`src/rtl/dot2_pkg.sv`:
```
package dot2_pkg;

    // Default geometry of the datapath
    localparam int unsigned DFLT_A_EW   = 16;
    localparam int unsigned DFLT_B_EW   = 8;
    localparam int unsigned DFLT_NA     = 2;
    localparam int unsigned DFLT_ACC_W  = 32;

    // Half-select encoding: which pair of bytes feeds the multipliers
    typedef enum logic {
        HALF_UPPER = 1'b0,   // bytes NA .. 2*NA-1
        HALF_LOWER = 1'b1    // bytes 0 .. NA-1
    } half_sel_e;

    // Width of one extended product: (a_ew+1) x (b_ew+1) signed
    function automatic int unsigned prod_width(int unsigned a_ew, int unsigned b_ew);
        return a_ew + b_ew + 2;
    endfunction

    // Width of a sum of n products without loss
    function automatic int unsigned sum_width(int unsigned pw, int unsigned n);
        return pw + $clog2(n);
    endfunction

    // Byte index feeding lane k for a given half select
    function automatic int unsigned pick_index(half_sel_e hs, int unsigned k, int unsigned na);
        return (hs == HALF_LOWER) ? k : k + na;
    endfunction

endpackage

```
`src/rtl/dot2_byte_pick.sv`:
```
module dot2_byte_pick
    import dot2_pkg::*;
#(
    parameter int unsigned B_EW = DFLT_B_EW,
    parameter int unsigned NA   = DFLT_NA,
    localparam int unsigned NB  = 2 * NA
) (
    input  logic [NB-1:0][B_EW-1:0] b_lanes,
    input  half_sel_e               hs,
    output logic [NA-1:0][B_EW-1:0] picked
);

    // One selector per multiplier lane
    for (genvar k = 0; k < NA; k++) begin : g_pick
        always_comb begin
            picked[k] = b_lanes[pick_index(hs, k, NA)];
        end
    end

endmodule

```
`src/rtl/dot2_lane_mult.sv`:
```
module dot2_lane_mult
    import dot2_pkg::*;
#(
    parameter int unsigned A_EW = DFLT_A_EW,
    parameter int unsigned B_EW = DFLT_B_EW,
    localparam int unsigned PW  = prod_width(A_EW, B_EW)
) (
    input  logic                 [A_EW-1:0] a_elem,
    input  logic                 [B_EW-1:0] b_elem,
    input  logic                            a_sgn,
    input  logic                            b_sgn,
    output logic signed          [PW-1:0]   prod
);

    logic signed [A_EW:0] a_ext;
    logic signed [B_EW:0] b_ext;

    // One guard bit per operand carries the sign (or a zero for unsigned)
    always_comb begin
        a_ext = {a_sgn & a_elem[A_EW-1], a_elem};
        b_ext = {b_sgn & b_elem[B_EW-1], b_elem};
        prod  = PW'(a_ext) * PW'(b_ext);
    end

endmodule

```
`src/rtl/dot2_reduce_add.sv`:
```
module dot2_reduce_add
    import dot2_pkg::*;
#(
    parameter int unsigned PW    = prod_width(DFLT_A_EW, DFLT_B_EW),
    parameter int unsigned NA    = DFLT_NA,
    parameter int unsigned ACC_W = DFLT_ACC_W,
    localparam int unsigned SW   = sum_width(PW, NA)
) (
    input  logic [NA-1:0][PW-1:0] prods,
    input  logic [ACC_W-1:0]      addend,
    output logic [ACC_W-1:0]      total
);

    logic signed [SW-1:0]    psum;
    logic        [ACC_W-1:0] psum_x;

    always_comb begin
        psum = '0;
        for (int i = 0; i < NA; i++) begin
            psum = psum + SW'($signed(prods[i]));
        end
        // Sign-extend the exact product sum, then wrap into the accumulator
        psum_x = ACC_W'(psum);
        total  = addend + psum_x;
    end

endmodule

```
`src/rtl/dot2_mix_acc.sv`:
```
module dot2_mix_acc
    import dot2_pkg::*;
#(
    parameter int unsigned A_EW  = DFLT_A_EW,
    parameter int unsigned B_EW  = DFLT_B_EW,
    parameter int unsigned NA    = DFLT_NA,
    parameter int unsigned ACC_W = DFLT_ACC_W,
    localparam int unsigned NB   = 2 * NA,
    localparam int unsigned AW   = NA * A_EW,
    localparam int unsigned BW   = NB * B_EW,
    localparam int unsigned PW   = prod_width(A_EW, B_EW)
) (
    input  logic             clk,
    input  logic             rst,
    input  logic             in_valid,
    output logic             in_ready,
    input  logic [AW-1:0]    a_word,
    input  logic [BW-1:0]    b_word,
    input  logic [ACC_W-1:0] addend,
    input  logic             a_signed,
    input  logic             b_signed,
    input  logic             half_sel,
    output logic             out_valid,
    input  logic             out_ready,
    output logic [ACC_W-1:0] result
);

    typedef struct packed {
        logic                 vld;
        logic [NA-1:0][PW-1:0] prods;
        logic [ACC_W-1:0]     addend;
    } mul_stage_t;

    typedef struct packed {
        logic             vld;
        logic [ACC_W-1:0] total;
    } acc_stage_t;

    logic [NA-1:0][A_EW-1:0] a_lanes;
    logic [NB-1:0][B_EW-1:0] b_lanes;
    logic [NA-1:0][B_EW-1:0] b_sel;
    logic [NA-1:0][PW-1:0]   prod_d;
    logic [ACC_W-1:0]        total_d;
    half_sel_e               hs;

    mul_stage_t s1_q;
    acc_stage_t s2_q;
    logic       adv2;

    always_comb begin
        a_lanes = a_word;
        b_lanes = b_word;
        hs      = half_sel_e'(half_sel);
    end

    dot2_byte_pick #(.B_EW(B_EW), .NA(NA)) u_pick (
        .b_lanes (b_lanes),
        .hs      (hs),
        .picked  (b_sel)
    );

    for (genvar k = 0; k < NA; k++) begin : g_lane
        logic signed [PW-1:0] p;
        dot2_lane_mult #(.A_EW(A_EW), .B_EW(B_EW)) u_mul (
            .a_elem (a_lanes[k]),
            .b_elem (b_sel[k]),
            .a_sgn  (a_signed),
            .b_sgn  (b_signed),
            .prod   (p)
        );
        always_comb prod_d[k] = p;
    end

    dot2_reduce_add #(.PW(PW), .NA(NA), .ACC_W(ACC_W)) u_sum (
        .prods  (s1_q.prods),
        .addend (s1_q.addend),
        .total  (total_d)
    );

    // Stage 2 moves when it is empty or its result is being taken
    always_comb begin
        adv2     = out_ready | ~s2_q.vld;
        in_ready = ~s1_q.vld | adv2;
    end

    always_ff @(posedge clk) begin
        if (rst) begin
            s1_q.vld <= 1'b0;
            s2_q.vld <= 1'b0;
        end else begin
            if (in_ready) s1_q.vld <= in_valid;
            if (adv2)     s2_q.vld <= s1_q.vld;
        end
    end

    always_ff @(posedge clk) begin
        if (in_ready && in_valid) begin
            s1_q.prods  <= prod_d;
            s1_q.addend <= addend;
        end
        if (adv2 && s1_q.vld) begin
            s2_q.total <= total_d;
        end
    end

    always_comb begin
        out_valid = s2_q.vld;
        result    = s2_q.total;
    end

endmodule

```
`config.mk`:
```
export PLATFORM = sky130hd
export DESIGN_NAME = dot2_mix_acc
export DESIGN_NICKNAME = d
export VERILOG_FILES = /design/src/rtl/dot2_pkg.sv /design/src/rtl/dot2_byte_pick.sv /design/src/rtl/dot2_lane_mult.sv /design/src/rtl/dot2_reduce_add.sv /design/src/rtl/dot2_mix_acc.sv
export SDC_FILE = /design/constraint.sdc
export NUM_CORES = 1
export LEC_CHECK = 0
export BUFFER_PORTS_ARGS = -buffer_cell sky130_fd_sc_hd__buf_2
export CORE_UTILIZATION = 40
export CTS_BUF_LIST = sky130_fd_sc_hd__clkbuf_4
export DETAILED_ROUTE_END_ITERATION = 8
export PLACE_DENSITY = 0.62
export REMOVE_ABC_BUFFERS = 1
export SLEW_MARGIN = 20
export SYNTH_ARGS = -nofsm -noshare
export SYNTH_HDL_FRONTEND = slang
export SYNTH_SLANG_ARGS = --single-unit
```
`constraint.sdc`:
```
create_clock -name clk -period 7.5 [get_ports clk]
set_clock_uncertainty 0.05 [all_clocks]
set_input_delay 1.5 -clock clk [delete_from_list [all_inputs] [get_ports clk]]
set_output_delay 1.5 -clock clk [all_outputs]
set_load 0.01 [all_outputs]
```
# --- Word-level counts from Yosys, hierarchy flattened ---
# Cells that the tools add are included.
classes:
  mux: 6
  add_sub_neg: 2
  reduce_logical: 2
  order_cmp: 2
  n_mul: 2
  bitwise_logic: 8
op_table:
  columns: ["op", "count"]
  rows:
  - ["$lt A32 B3 Y1 const B", 2]
  - ["$mul A17 B9 Y26", 2]
  - ["$add A32 B32 Y32", 1]
  - ["$bmux W8 S2", 2]
  - ["$add A26 B26 Y27", 1]
  - ["$mux W8", 2]
  - ["$and A1 B1 Y1", 4]
  - ["$mux W2", 2]
  - ["$logic_and A1 B1 Y1", 2]
  - ["$not A1 Y1", 2]
  - ["$or A1 B1 Y1", 2]
word_totals:
  register_bits: 118
  word_cells: 28
  input_bits: 103
  output_inout_bits: 34

# --- Depth between registers and ports, before layout ---
depth:
  depth_word: 5
  mapped_depth: 25
  ltp_nobuf: 22

# --- Cells and area by module ---
# From an unflattened synthesis, not the netlist that was laid out.
unflattened:
  hier_cells: 1696
  hier_area_um2: 17220.3
by_module_without_submodules:
  columns: ["module", "cells_each", "n_inst", "area_each_um2", "seq_area_each_um2"]
  rows:
  - ["dot2_lane_mult at g_lane[1].u_mul", 583, 1, 5243.8, 0.0]
  - ["dot2_lane_mult at g_lane[0].u_mul", 566, 1, 5223.8, 0.0]
  - ["dot2_mix_acc", 126, 1, 3587.2, 3523.4]
  - ["dot2_reduce_add", 403, 1, 2916.5, 0.0]
  - ["dot2_byte_pick", 18, 1, 249.0, 0.0]

# --- Worst setup path after synthesis ---
# No wires, ideal clock.
synth_timing:
  kind: "input port to flip-flop"
  start: "input half_sel"
  end: "register s1_q[57] (netlist name)"
  cell_stages: 22
  n_path_buf: 3
  arrival_ps: 7453
  required_ps: 7188
  setup_slack_ps: -265
  path_cell_list: "clkbuf_1 > buf_1 > mux2i_1 > clkbuf_1 > nand2b_1 > fa_1 > fa_1 > inv_1 > fa_1 > fa_1 > inv_1 > fa_1 > inv_1 > ha_1 > o21ai_0 > a21boi_0 > o21ai_0 > a31oi_1 > o41ai_1 > o21ai_0 > o221ai_1 > xnor2_1"
synth_via:
  elab_chain_len: 5
synth_rtl:
  columns: ["element", "line_no", "source"]
  rows:
  - ["from (decl)", "dot2_mix_acc.sv:22", "input logic half_sel,"]
  - ["$mux W2 *", "dot2_pkg.sv:27", "return (hs == HALF_LOWER) ? k : k + na;"]
  - ["$bmux W8 S2 *", "dot2_byte_pick.sv:16", "picked[k] = b_lanes[pick_index(hs, k, NA)];"]
  - ["$mux W8 (not written as such) *", "dot2_byte_pick.sv:16", null]
  - ["$and A1 B1 Y1", "dot2_lane_mult.sv:21", "b_ext = {b_sgn & b_elem[B_EW-1], b_elem};"]
  - ["$mul A17 B9 Y26 *", "dot2_lane_mult.sv:22", "prod = PW'(a_ext) * PW'(b_ext);"]
  - ["net g_lane[0].p[25]", "dot2_mix_acc.sv:63", "logic signed [PW-1:0] p;"]
# Mark *: on every way through the listed nets, which the timed path passes. The rest lies on a longest branch. The select of a mux whose other input is x is not followed.
# A chain may end at the register's enable or synchronous reset.

# --- Worst setup path after layout ---
layout_timing:
  start: "input half_sel"
  end: "register s1_q[57] (netlist name)"
layout_via:
  elab_chain_len: 5
layout_rtl:
  columns: ["element", "line_no"]
  rows:
  - ["$mux W2 *", "dot2_pkg.sv:27"]
  - ["$bmux W8 S2 *", "dot2_byte_pick.sv:16"]
  - ["$mux W8 (not written as such) *", "dot2_byte_pick.sv:16"]
  - ["$and A1 B1 Y1", "dot2_lane_mult.sv:21"]
  - ["$mul A17 B9 Y26 *", "dot2_lane_mult.sv:22"]
  - ["net g_lane[0].p[25]", "dot2_mix_acc.sv:63"]
# Marks and branches as above.

==> impl_metrics.json <==
{
  "grt_max_degree": 56,
  "relSlewSlack": 0.534,
  "path_clk_slew_ns": 0.13,
  "synth_async_sr_flop_share": 0,
  "r2r-start": "s1_q[32]",
  "area_growth_pct": 10.5,
  "die_area_sq_mm": 0.0425,
  "fmax_ghz": 0.145,
  "hold_violations": 0,
  "path_cells": "buf_2 -> buf_4 -> mux2_2 -> nand2_1 -> fa_1 -> inv_1 -> fa_1 -> inv_1 -> fa_1 -> inv_1 -> fa_1 -> ha_1 -> ha_1 -> nor2b_1 -> o21ai_0 -> a21boi_0 -> o21ai_0 -> a31oi_1 -> o41ai_1 -> o21ai_0 -> o221ai_1 -> xnor2_1",
  "num_vias": 11700,
  "reg2reg_depth": 20,
  "layout_commonest_cell": "fa_1",
  "drc": 28,
  "cpMaxStageDelayCell": "fa_1",
  "final_layout_size_suffix_gt1_frac": 0.125,
  "clockRootBuffer": "clkbuf_4",
  "cts_tree": "yes",
  "grt_use_total": 0.180,
  "yosysWarningCount": 0,
  "final_cell_mix": "fa_1 (256), inv_1 (224), ha_1 (163), nor2b_1 (156), buf_2 (136)",
  "rrSetupSlack_ns": 2.33,
  "setup_viol": 0,
  "routed_via_density": 5.05,
  "port-buffer-count": 136,
  "worstSetupStartpoint": "half_sel",
  "holdWs_ns": 0.478,
  "cp.arrival_ns": 7.17,
  "crit_path_max_fanout": 10,
  "synthesis.area_per_instance_sq_um": 10.3,
  "dr.first_iter.drc_count": 497,
  "dp_hpwl_microns": 30000,
  "cts.sinks": 118,
  "drtAntennaViolNets": 0,
  "num_rows": 74,
  "tns_ns": 0,
  "final_nets": 2297,
  "period_share": 0.919,
  "syn_inst": 1626,
  "worstPathRequired_ns": 7.78,
  "timing.rr.end": "result[31]",
  "status": "finished with violations",
  "ys_seq_elements": 118,
  "max_stage_delay_ns": 0.54,
  "grt_remaining_overflow": 0,
  "setup.worst_path.end": "s1_q[57]",
  "postCtsHoldBufs": 0,
  "clk_latency_ns": 0.57,
  "synth-edff-count": 116,
  "cts_max_path_buffers": 2,
  "wirelength_microns": 35900,
  "ys_seq_area_frac": 0.211,
  "drv_slew": 0,
  "wl_per_cell_microns": 15.5,
  "min_period_ns": 6.89,
  "ys_types": 60,
  "end_kind": "flip-flop",
  "first_pass_iters": 7,
  "worstMarginPinSlew_ns": 0.699,
  "violations": "design-rule violations",
  "crit_type": "in2reg",
  "start_kind": "primary input",
  "cts_setup_buffers": 0,
  "synth_ff_type": "edfxtp_1",
  "antenna_found_initial": 2,
  "maxCapViolCount": 0,
  "cts-buffers-inserted": 17,
  "gp_congestion": 0.909,
  "rsz0062_at_grt": "no",
  "cp_common_cell": "fa_1",
  "grt_pass1_wl_microns": 60300,
  "cts_resized": 0,
  "grt_pass1_vias": 12300,
  "die_h_microns": 206,
  "die_w_microns": 206,
  "hold_class": "reg2reg",
  "io_pins": 137,
  "htreeDepth": 4,
  "synth_area_sq_mm": 0.0167,
  "coreArea_sq_mm": 0.0410,
  "start_util": 0.407
}
## cell type report
| cell class | instances | area (sq um) |
|---|---|---|
| Fill cell | 3886 | 22600 |
| Multi-Input combinational cell | 1247 | 12200 |
| Sequential cell | 118 | 3520 |
| Timing Repair Buffer | 167 | 913 |
| Inverter | 224 | 841 |
| Tap cell | 532 | 666 |
| Clock inverter | 15 | 169 |
| Clock buffer | 17 | 128 |
| Antenna cell | 1 | 2.50 |
## logic make-up after synthesis
family | share of synthesized area
adder cells (fa/ha/maj) | 0.429
AND/OR/NAND/NOR | 0.152
XOR/XNOR | 0.0514
multiplexers | 0.0112
buffers and inverters | 0.0587
AO/OA/AOI/OAI | 0.0866
flip-flops | 0.211
## layer usage
layer | GRT usage | wire (microns) | vias to the layer above
met5 | 0 | 0 | -
met4 | 0.0418 | 482 | 0
met3 | 0.0180 | 1200 | 25
met2 | 0.328 | 18500 | 198
met1 | 0.228 | 15700 | 5886
li1 | - | - | 5619
## worst max-delay path: cells and delay by family
family | cells | cell delay, ns
multiplexers | 1 | 0.36
AND/OR/NAND/NOR | 2 | 0.26
AO/OA/AOI/OAI | 7 | 1.82
buffers and inverters | 5 | 0.51
adder cells (fa/ha/maj) | 6 | 2.59
XOR/XNOR | 1 | 0.11
## metrics by stage
stage,util,instance area (sq um),instances,setup slack (ns)
after floorplan,-,16500,1589,-0.0305
after global placement,0.442,18100,2288,0.212
after detailed placement,0.442,18100,2288,-0.0166
after CTS,0.449,18400,2320,0.628
after global routing,0.449,18400,2321,0.335
final,0.449,18400,2321,0.609
## synth_stat cells (4+ instances only)
library cell,number,area (sq um)
a211oi_1,9,67.6
a21o_1,37,278
a21oi_1,75,375
a31oi_1,4,25.0
and2_1,13,81.3
and3_1,11,68.8
buf_1,14,52.6
clkbuf_1,23,86.3
edfxtp_1,116,3480
fa_1,256,5120
ha_1,163,2040
inv_1,224,841
mux2_2,6,67.6
mux2i_1,12,120
nand2_1,117,439
nand2b_1,38,238
nand3_1,15,75.1
nand3b_1,4,30.0
nor2_1,89,334
nor2b_1,157,982
nor3_1,15,75.1
o21a_1,12,90.1
o21ai_0,41,205
o21bai_1,7,52.6
or2_2,9,56.3
or3_1,9,56.3
xnor2_1,73,639
xor2_1,25,219
## worst min path at each step
stage,startpoint,endpoint,depth (start not counted)
global placement,s1_q[84],out_valid,2
global route,s1_q[84],out_valid,2
detailed placement,s1_q[84],out_valid,2
finish,s1_q[84],out_valid,2
CTS,s1_q[84],out_valid,2
floorplan,s1_q[84],out_valid,2
## sequential cells by signal, summed over array words and instances (netlist names)
signal and flops:
out_valid 1, result 32, s1_q 85
Power is not shown: default switching activity piles up to over one toggle a cycle in this logic, so the estimate is an artifact.
